--- src/rtl/irqv_pkg.sv ---
package irqv_pkg;
  localparam int EVT_N = 7;

  typedef enum logic [1:0] {
    SEL_MASK = 2'd0,
    SEL_STAT = 2'd1,
    SEL_VEC  = 2'd2,
    SEL_NONE = 2'd3
  } regSel_e;

  typedef struct packed {
    logic             maskLoad;
    logic [EVT_N-1:0] clrFlags;
    logic             rdLoad;
    regSel_e          rdSel;
  } strobe_t;
endpackage

--- src/rtl/irqv_datapath.sv ---
module irqv_datapath
  import irqv_pkg::*;
#(
  parameter int DATA_W     = 16,
  parameter int RSFULL_POS = 11,
  parameter int BUSY_POS   = 12,
  parameter int CODE_W     = 3
) (
  input  logic              clk,
  input  logic              rstN,
  input  logic [EVT_N-1:0]  evtIn,
  input  logic              rsFull,
  input  logic              busBusy,
  input  logic [DATA_W-1:0] wrData,
  input  strobe_t           strb,
  input  logic [CODE_W-1:0] vecCode,
  output logic [EVT_N-1:0]  flagQ,
  output logic [EVT_N-1:0]  pendQ,
  output logic [DATA_W-1:0] rdData
);
  logic [EVT_N-1:0]  maskQ;
  logic [DATA_W-1:0] rdMux;

  // set has priority over any clear arriving in the same cycle
  always_ff @(posedge clk) begin
    if (!rstN) begin
      flagQ <= '0;
      maskQ <= '0;
    end else begin
      flagQ <= (flagQ & ~strb.clrFlags) | evtIn;
      if (strb.maskLoad) maskQ <= wrData[EVT_N-1:0];
    end
  end

  assign pendQ = flagQ & maskQ;

  always_comb begin
    rdMux = '0;
    unique case (strb.rdSel)
      SEL_MASK: rdMux[EVT_N-1:0] = maskQ;
      SEL_STAT: begin
        rdMux[EVT_N-1:0]  = flagQ;
        rdMux[RSFULL_POS] = rsFull;
        rdMux[BUSY_POS]   = busBusy;
      end
      SEL_VEC:  rdMux[CODE_W-1:0] = vecCode;
      default:  rdMux = '0;
    endcase
  end

  always_ff @(posedge clk) begin
    if (!rstN)            rdData <= '0;
    else if (strb.rdLoad) rdData <= rdMux;
  end
endmodule

--- src/rtl/irqv_ctrl.sv ---
module irqv_ctrl
  import irqv_pkg::*;
#(
  parameter int CODE_W = 3,
  parameter int RX_IDX = 3,
  parameter int TX_IDX = 4
) (
  input  logic [1:0]        regSel,
  input  logic              regRd,
  input  logic              regWr,
  input  logic [EVT_N-1:0]  wrBits,
  input  logic              rxRead,
  input  logic              txWrite,
  input  logic [EVT_N-1:0]  pendQ,
  output strobe_t           strb,
  output logic [CODE_W-1:0] vecCode
);
  logic [EVT_N-1:0] hitOne;
  logic [EVT_N-1:0] vecClr;
  logic [EVT_N-1:0] dataClr;
  logic [EVT_N-1:0] keepMask;
  logic             vecRead;
  logic             statWrite;

  // lowest index wins: scan from the top so the last match is the lowest
  always_comb begin
    vecCode = '0;
    hitOne  = '0;
    for (int i = EVT_N - 1; i >= 0; i--) begin
      if (pendQ[i]) begin
        vecCode   = CODE_W'(i + 1);
        hitOne    = '0;
        hitOne[i] = 1'b1;
      end
    end
  end

  always_comb begin
    keepMask         = '1;
    keepMask[RX_IDX] = 1'b0;
    keepMask[TX_IDX] = 1'b0;
    dataClr          = '0;
    dataClr[RX_IDX]  = rxRead;
    dataClr[TX_IDX]  = txWrite;
  end

  assign vecRead   = regRd && (regSel == SEL_VEC);
  assign statWrite = regWr && (regSel == SEL_STAT);
  assign vecClr    = vecRead ? (hitOne & keepMask) : '0;

  always_comb begin
    strb.maskLoad = regWr && (regSel == SEL_MASK);
    strb.clrFlags = (statWrite ? wrBits : '0) | vecClr | dataClr;
    strb.rdLoad   = regRd;
    strb.rdSel    = regSel_e'(regSel);
  end
endmodule

--- src/rtl/irq_vector_unit.sv ---
module irq_vector_unit
  import irqv_pkg::*;
#(
  parameter int DATA_W     = 16,
  parameter int RSFULL_POS = 11,
  parameter int BUSY_POS   = 12,
  parameter int RX_IDX     = 3,
  parameter int TX_IDX     = 4
) (
  input  logic              clk,
  input  logic              rstN,
  input  logic [6:0]        evtIn,
  input  logic              rsFull,
  input  logic              busBusy,
  input  logic              rxRead,
  input  logic              txWrite,
  input  logic [1:0]        regSel,
  input  logic              regRd,
  input  logic              regWr,
  input  logic [DATA_W-1:0] wrData,
  output logic [DATA_W-1:0] rdData,
  output logic              irqOut
);
  localparam int CODE_W = $clog2(EVT_N + 1);

  strobe_t           strb;
  logic [CODE_W-1:0] vecCode;
  logic [EVT_N-1:0]  flagQ;
  logic [EVT_N-1:0]  pendQ;

  irqv_ctrl #(
    .CODE_W(CODE_W), .RX_IDX(RX_IDX), .TX_IDX(TX_IDX)
  ) uCtrl (
    .regSel(regSel), .regRd(regRd), .regWr(regWr),
    .wrBits(wrData[EVT_N-1:0]), .rxRead(rxRead), .txWrite(txWrite),
    .pendQ(pendQ), .strb(strb), .vecCode(vecCode)
  );

  irqv_datapath #(
    .DATA_W(DATA_W), .RSFULL_POS(RSFULL_POS), .BUSY_POS(BUSY_POS), .CODE_W(CODE_W)
  ) uDp (
    .clk(clk), .rstN(rstN), .evtIn(evtIn), .rsFull(rsFull), .busBusy(busBusy),
    .wrData(wrData), .strb(strb), .vecCode(vecCode),
    .flagQ(flagQ), .pendQ(pendQ), .rdData(rdData)
  );

  assign irqOut = |pendQ;
endmodule

--- config.mk ---
export PLATFORM = sky130hd
export DESIGN_NAME = irq_vector_unit
export DESIGN_NICKNAME = d
export VERILOG_FILES = /design/src/rtl/irqv_pkg.sv /design/src/rtl/irqv_datapath.sv /design/src/rtl/irqv_ctrl.sv /design/src/rtl/irq_vector_unit.sv
export SDC_FILE = /design/constraint.sdc
export NUM_CORES = 1
export LEC_CHECK = 0
export CELL_PAD_IN_SITES_DETAIL_PLACEMENT = 0
export CELL_PAD_IN_SITES_GLOBAL_PLACEMENT = 1
export CORE_ASPECT_RATIO = 0.8
export CORE_MARGIN = 4
export CORE_UTILIZATION = 44
export CTS_CLUSTER_DIAMETER = 50
export DETAILED_ROUTE_END_ITERATION = 12
export DONT_BUFFER_PORTS = 1
export GPL_TIMING_DRIVEN = 0
export PLACE_DENSITY_LB_ADDON = 0.25
export RECOVER_POWER = 100
export SLEW_MARGIN = 30
export SYNTH_ARGS = -nofsm -noshare
export SYNTH_HDL_FRONTEND = slang
export SYNTH_SLANG_ARGS = --single-unit
export TNS_END_PERCENT = 100
--- constraint.sdc ---
create_clock -name clk -period 1.5 [get_ports clk]
set_clock_uncertainty 0.1 [all_clocks]
set_input_delay 0.225 -clock clk [delete_from_list [all_inputs] [get_ports clk]]
set_output_delay 0.225 -clock clk [all_outputs]
set_load 0.01 [all_outputs]
==> summary.txt <==
Status
  • Outcome: finished with violations
  • Failing checks: hold timing

Synthesis
  • Predominant post-synthesis flop cell: dfxtp_1
  • Cell with the most instances after synthesis: dfxtp_1
  • Syn avg cell area: a little under 9 um^2
  • Commonest cells post-synth: dfxtp_1, mux2i_1, nor2b_1
  • Seq/Total Area, Yosys: 0.377
  • Synth Cell Area: 0.00122 mm^2
  • Netlist cell types: 36
  • Top post-synthesis cells by area: dfxtp_1, mux2i_1, nor2b_1, buf_4, o21a_1
  • Flops & latches, synth: 23
  • Post-synthesis cell count: between 100 and 150
  • YS warnings: 0
  • Synth area leader: dfxtp_1
  • Ys async rst share: 0
  • Post-synth EDFFs: 0
  • Post-synth top area share: 0.377

Die
  • DIE AREA: between 0.003 and 0.004 mm^2
  • Die Height: ~55 um
  • Initial Utilization: 0.481
  • # rows: 16
  • Die W: roughly 67 um
  • Core Box Area: between 0.002 and 0.003 mm^2
  • # IOs: 50

Cells and area
  • Final Instance Area: between 0.0015 and 0.002 mm^2
  • Share of layout cells above drive strength 1: 0.193
  • # fillers: about 230
  • Ant. Diodes: 0
  • Layout Cells excl Fill: around 210
  • Layout area overhead: 30.9%
  • Layout Nets: just over 200
  • Post-layout util: 0.629

Global routing
  • First-pass GRT wire length: 5.11 mm
  • Pin count of the biggest net entering global routing: 14
  • Total congestion overflow: 0
  • Initial antenna violation count: 0
  • Vias in the first global route: roughly 1100
  • Total GRT Usage: 0.193

Min path
  • Hold Path End: uDp.flagQ[6]
  • Hold Crit Depth: 1
  • Hold path start: evtIn[6]
  • Hold crit path type: in -> reg

Placement
  • Placer Congestion: 0.848
  • Placed Cells: about 180
  • Dpl hpwl: between 2 and 2.5 mm
  • Number of port buffers: 0
  • Placement Setup Slack: -15.8 ps
  • Placed inst area: 0.00129 mm^2

Setup path
  • Reg2reg path depth: 4
  • FF-to-FF End: uDp.flagQ[6]
  • Setup CP Type: reg -> out
  • CP Capture Type: output pin
  • Critical-path maximum fanout: 2
  • CP Launch Type: flip-flop
  • Arrival @ worst endpoint: 1160 ps
  • R2R setup slack: between 15 and 20 ps
  • FF-to-FF Start: uDp.maskQ[2]
  • CP required: ~1200 ps

Clock tree
  • CTS Sinks: 23
  • Worst-Skew Late Latency: ~330 ps
  • Max Root-Sink Buffers: 2
  • Cts bufs inserted: 3
  • Clock slew at reported path FFs: 130 ps
  • H-Tree Depth: 1
  • Root Driver: clkbuf_4
  • CTS tree: built

Power
  • Power per Cell Area: 735 mW/mm^2
  • Leak: approximately 0.64 nW
  • VDD IR-drop max: 546 uV
  • Power Total: between 1 and 1.5 mW

Timing
  • Setup violators final: 0
  • Worst hold margin: -80.8 ps
  • Min Tclk post-route: about 1500 ps
  • Final Hold Viols: 1
  • Setup_tns: 0 ps
  • Final period util: 0.989
  • Final worst setup slack: 16.7 ps
  • Max Clk Rate: roughly 0.67 GHz
  • Fin. max-slew vios: 0
  • RSZ-0062 raised after global routing: yes

Drt
  • 1st-pass router iterations: 5
  • Routed via count: between 1000 and 1500
  • WL/cell: 14.8 um
  • Number of DRC markers in iteration 0: 32
  • Vias per cell: approximately 5.2
  • Residual DRC: 0
  • Routed Antenna Nets: 0
  • Routed WL: approximately 3.1 mm

Flow run
  • Number of max-cap violations: 0
worst max-delay path, cell delays in order (launching register included):
cell     delay (ps)
dfxtp_4         370
a22o_4          260
nor2_4          100
nand3_2          90
registers in the layout, indices dropped and copies added, names as in the netlist:
name	cells
uDp.flagQ	7
uDp.maskQ	7
uDp.rdData	9
area by class of cell:
cell class                 count  area (um^2)  share of cell area
buffer                        13         81.3              0.0508
multi-input combinational     97          708               0.443
clock buffer                   3         22.5              0.0141
clock inverter                 1         5.00             0.00313
timing repair buffer          24          228               0.142
sequential                    23          473               0.296
tap                           36         45.0              0.0281
inverter                      10         37.5              0.0235
kinds of logic (layout without fill, tap and decap cells):
group,Yosys count,in the layout,share of synthesized area
mux,14,14,0.115
buf+inv,23,51,0.0972
other cells,1,7,0.00307
flops,23,23,0.377
simple gates,39,39,0.199
compound gates,37,37,0.210
layer usage:
metal | GRT usage | vias to the layer above | wire (um)
li1 | - | 533 | -
met1 | 0.222 | 495 | 1340
met2 | 0.332 | 44 | 1390
met3 | 0.0667 | 5 | 287
met4 | 0.0808 | 0 | 49
met5 | 0 | - | 0
how the worst max path moves through the flow:
| stage | from | to | depth (start not counted) |
|---|---|---|---|
| 2_1_floorplan | uDp.flagQ[2] | uDp.flagQ[6] | 4 |
| 3_3_place_gp | uDp.flagQ[4] | uDp.flagQ[6] | 4 |
| 3_5_place_dp | uDp.flagQ[4] | uDp.flagQ[6] | 4 |
| 4_1_cts | uDp.flagQ[4] | uDp.flagQ[6] | 4 |
| 5_1_grt | uDp.flagQ[2] | uDp.flagQ[6] | 4 |
| 6_report | uDp.maskQ[2] | irqOut | 3 |
layout by cell type (no fill, tap or decap), types with 2 or more instances in the layout:
master / n
a21oi_1: 6
and2_1: 4
dfxtp_1: 17
dfxtp_4: 2
nand2b_1: 5
buf_4: 12
nand2_1: 8
conb_1: 7
mux2i_1: 14
clkbuf_4: 3
a22o_4: 2
o21ai_0: 2
a31oi_1: 3
nand3_1: 2
o22ai_1: 7
nor2b_1: 11
inv_1: 10
a21boi_1: 2
clkbuf_1: 4
a221oi_1: 2
dlygate4sd3_1: 19
dfxtp_2: 4
nor2_4: 2
o21a_1: 6
power breakdown:
part | internal [mW] | leakage (nW) | switching, mW | total, mW
logic | 0.117 | 0.430 | 0.0930 | 0.210
clock network | 0.100 | 0.0177 | 0.199 | 0.299
registers | 0.636 | 0.191 | 0.0304 | 0.666
total | 0.854 | 0.639 | 0.323 | 1.18
what timing repair did:
action                     in CTS  in global routing
resized for setup              11                  4
setup buffers                   5                  0
setup endpoints to repair       3                  3
hold endpoints to repair       17                  2
hold buffers                   18                  1
Note: power is estimated with default switching activity, not from simulation.
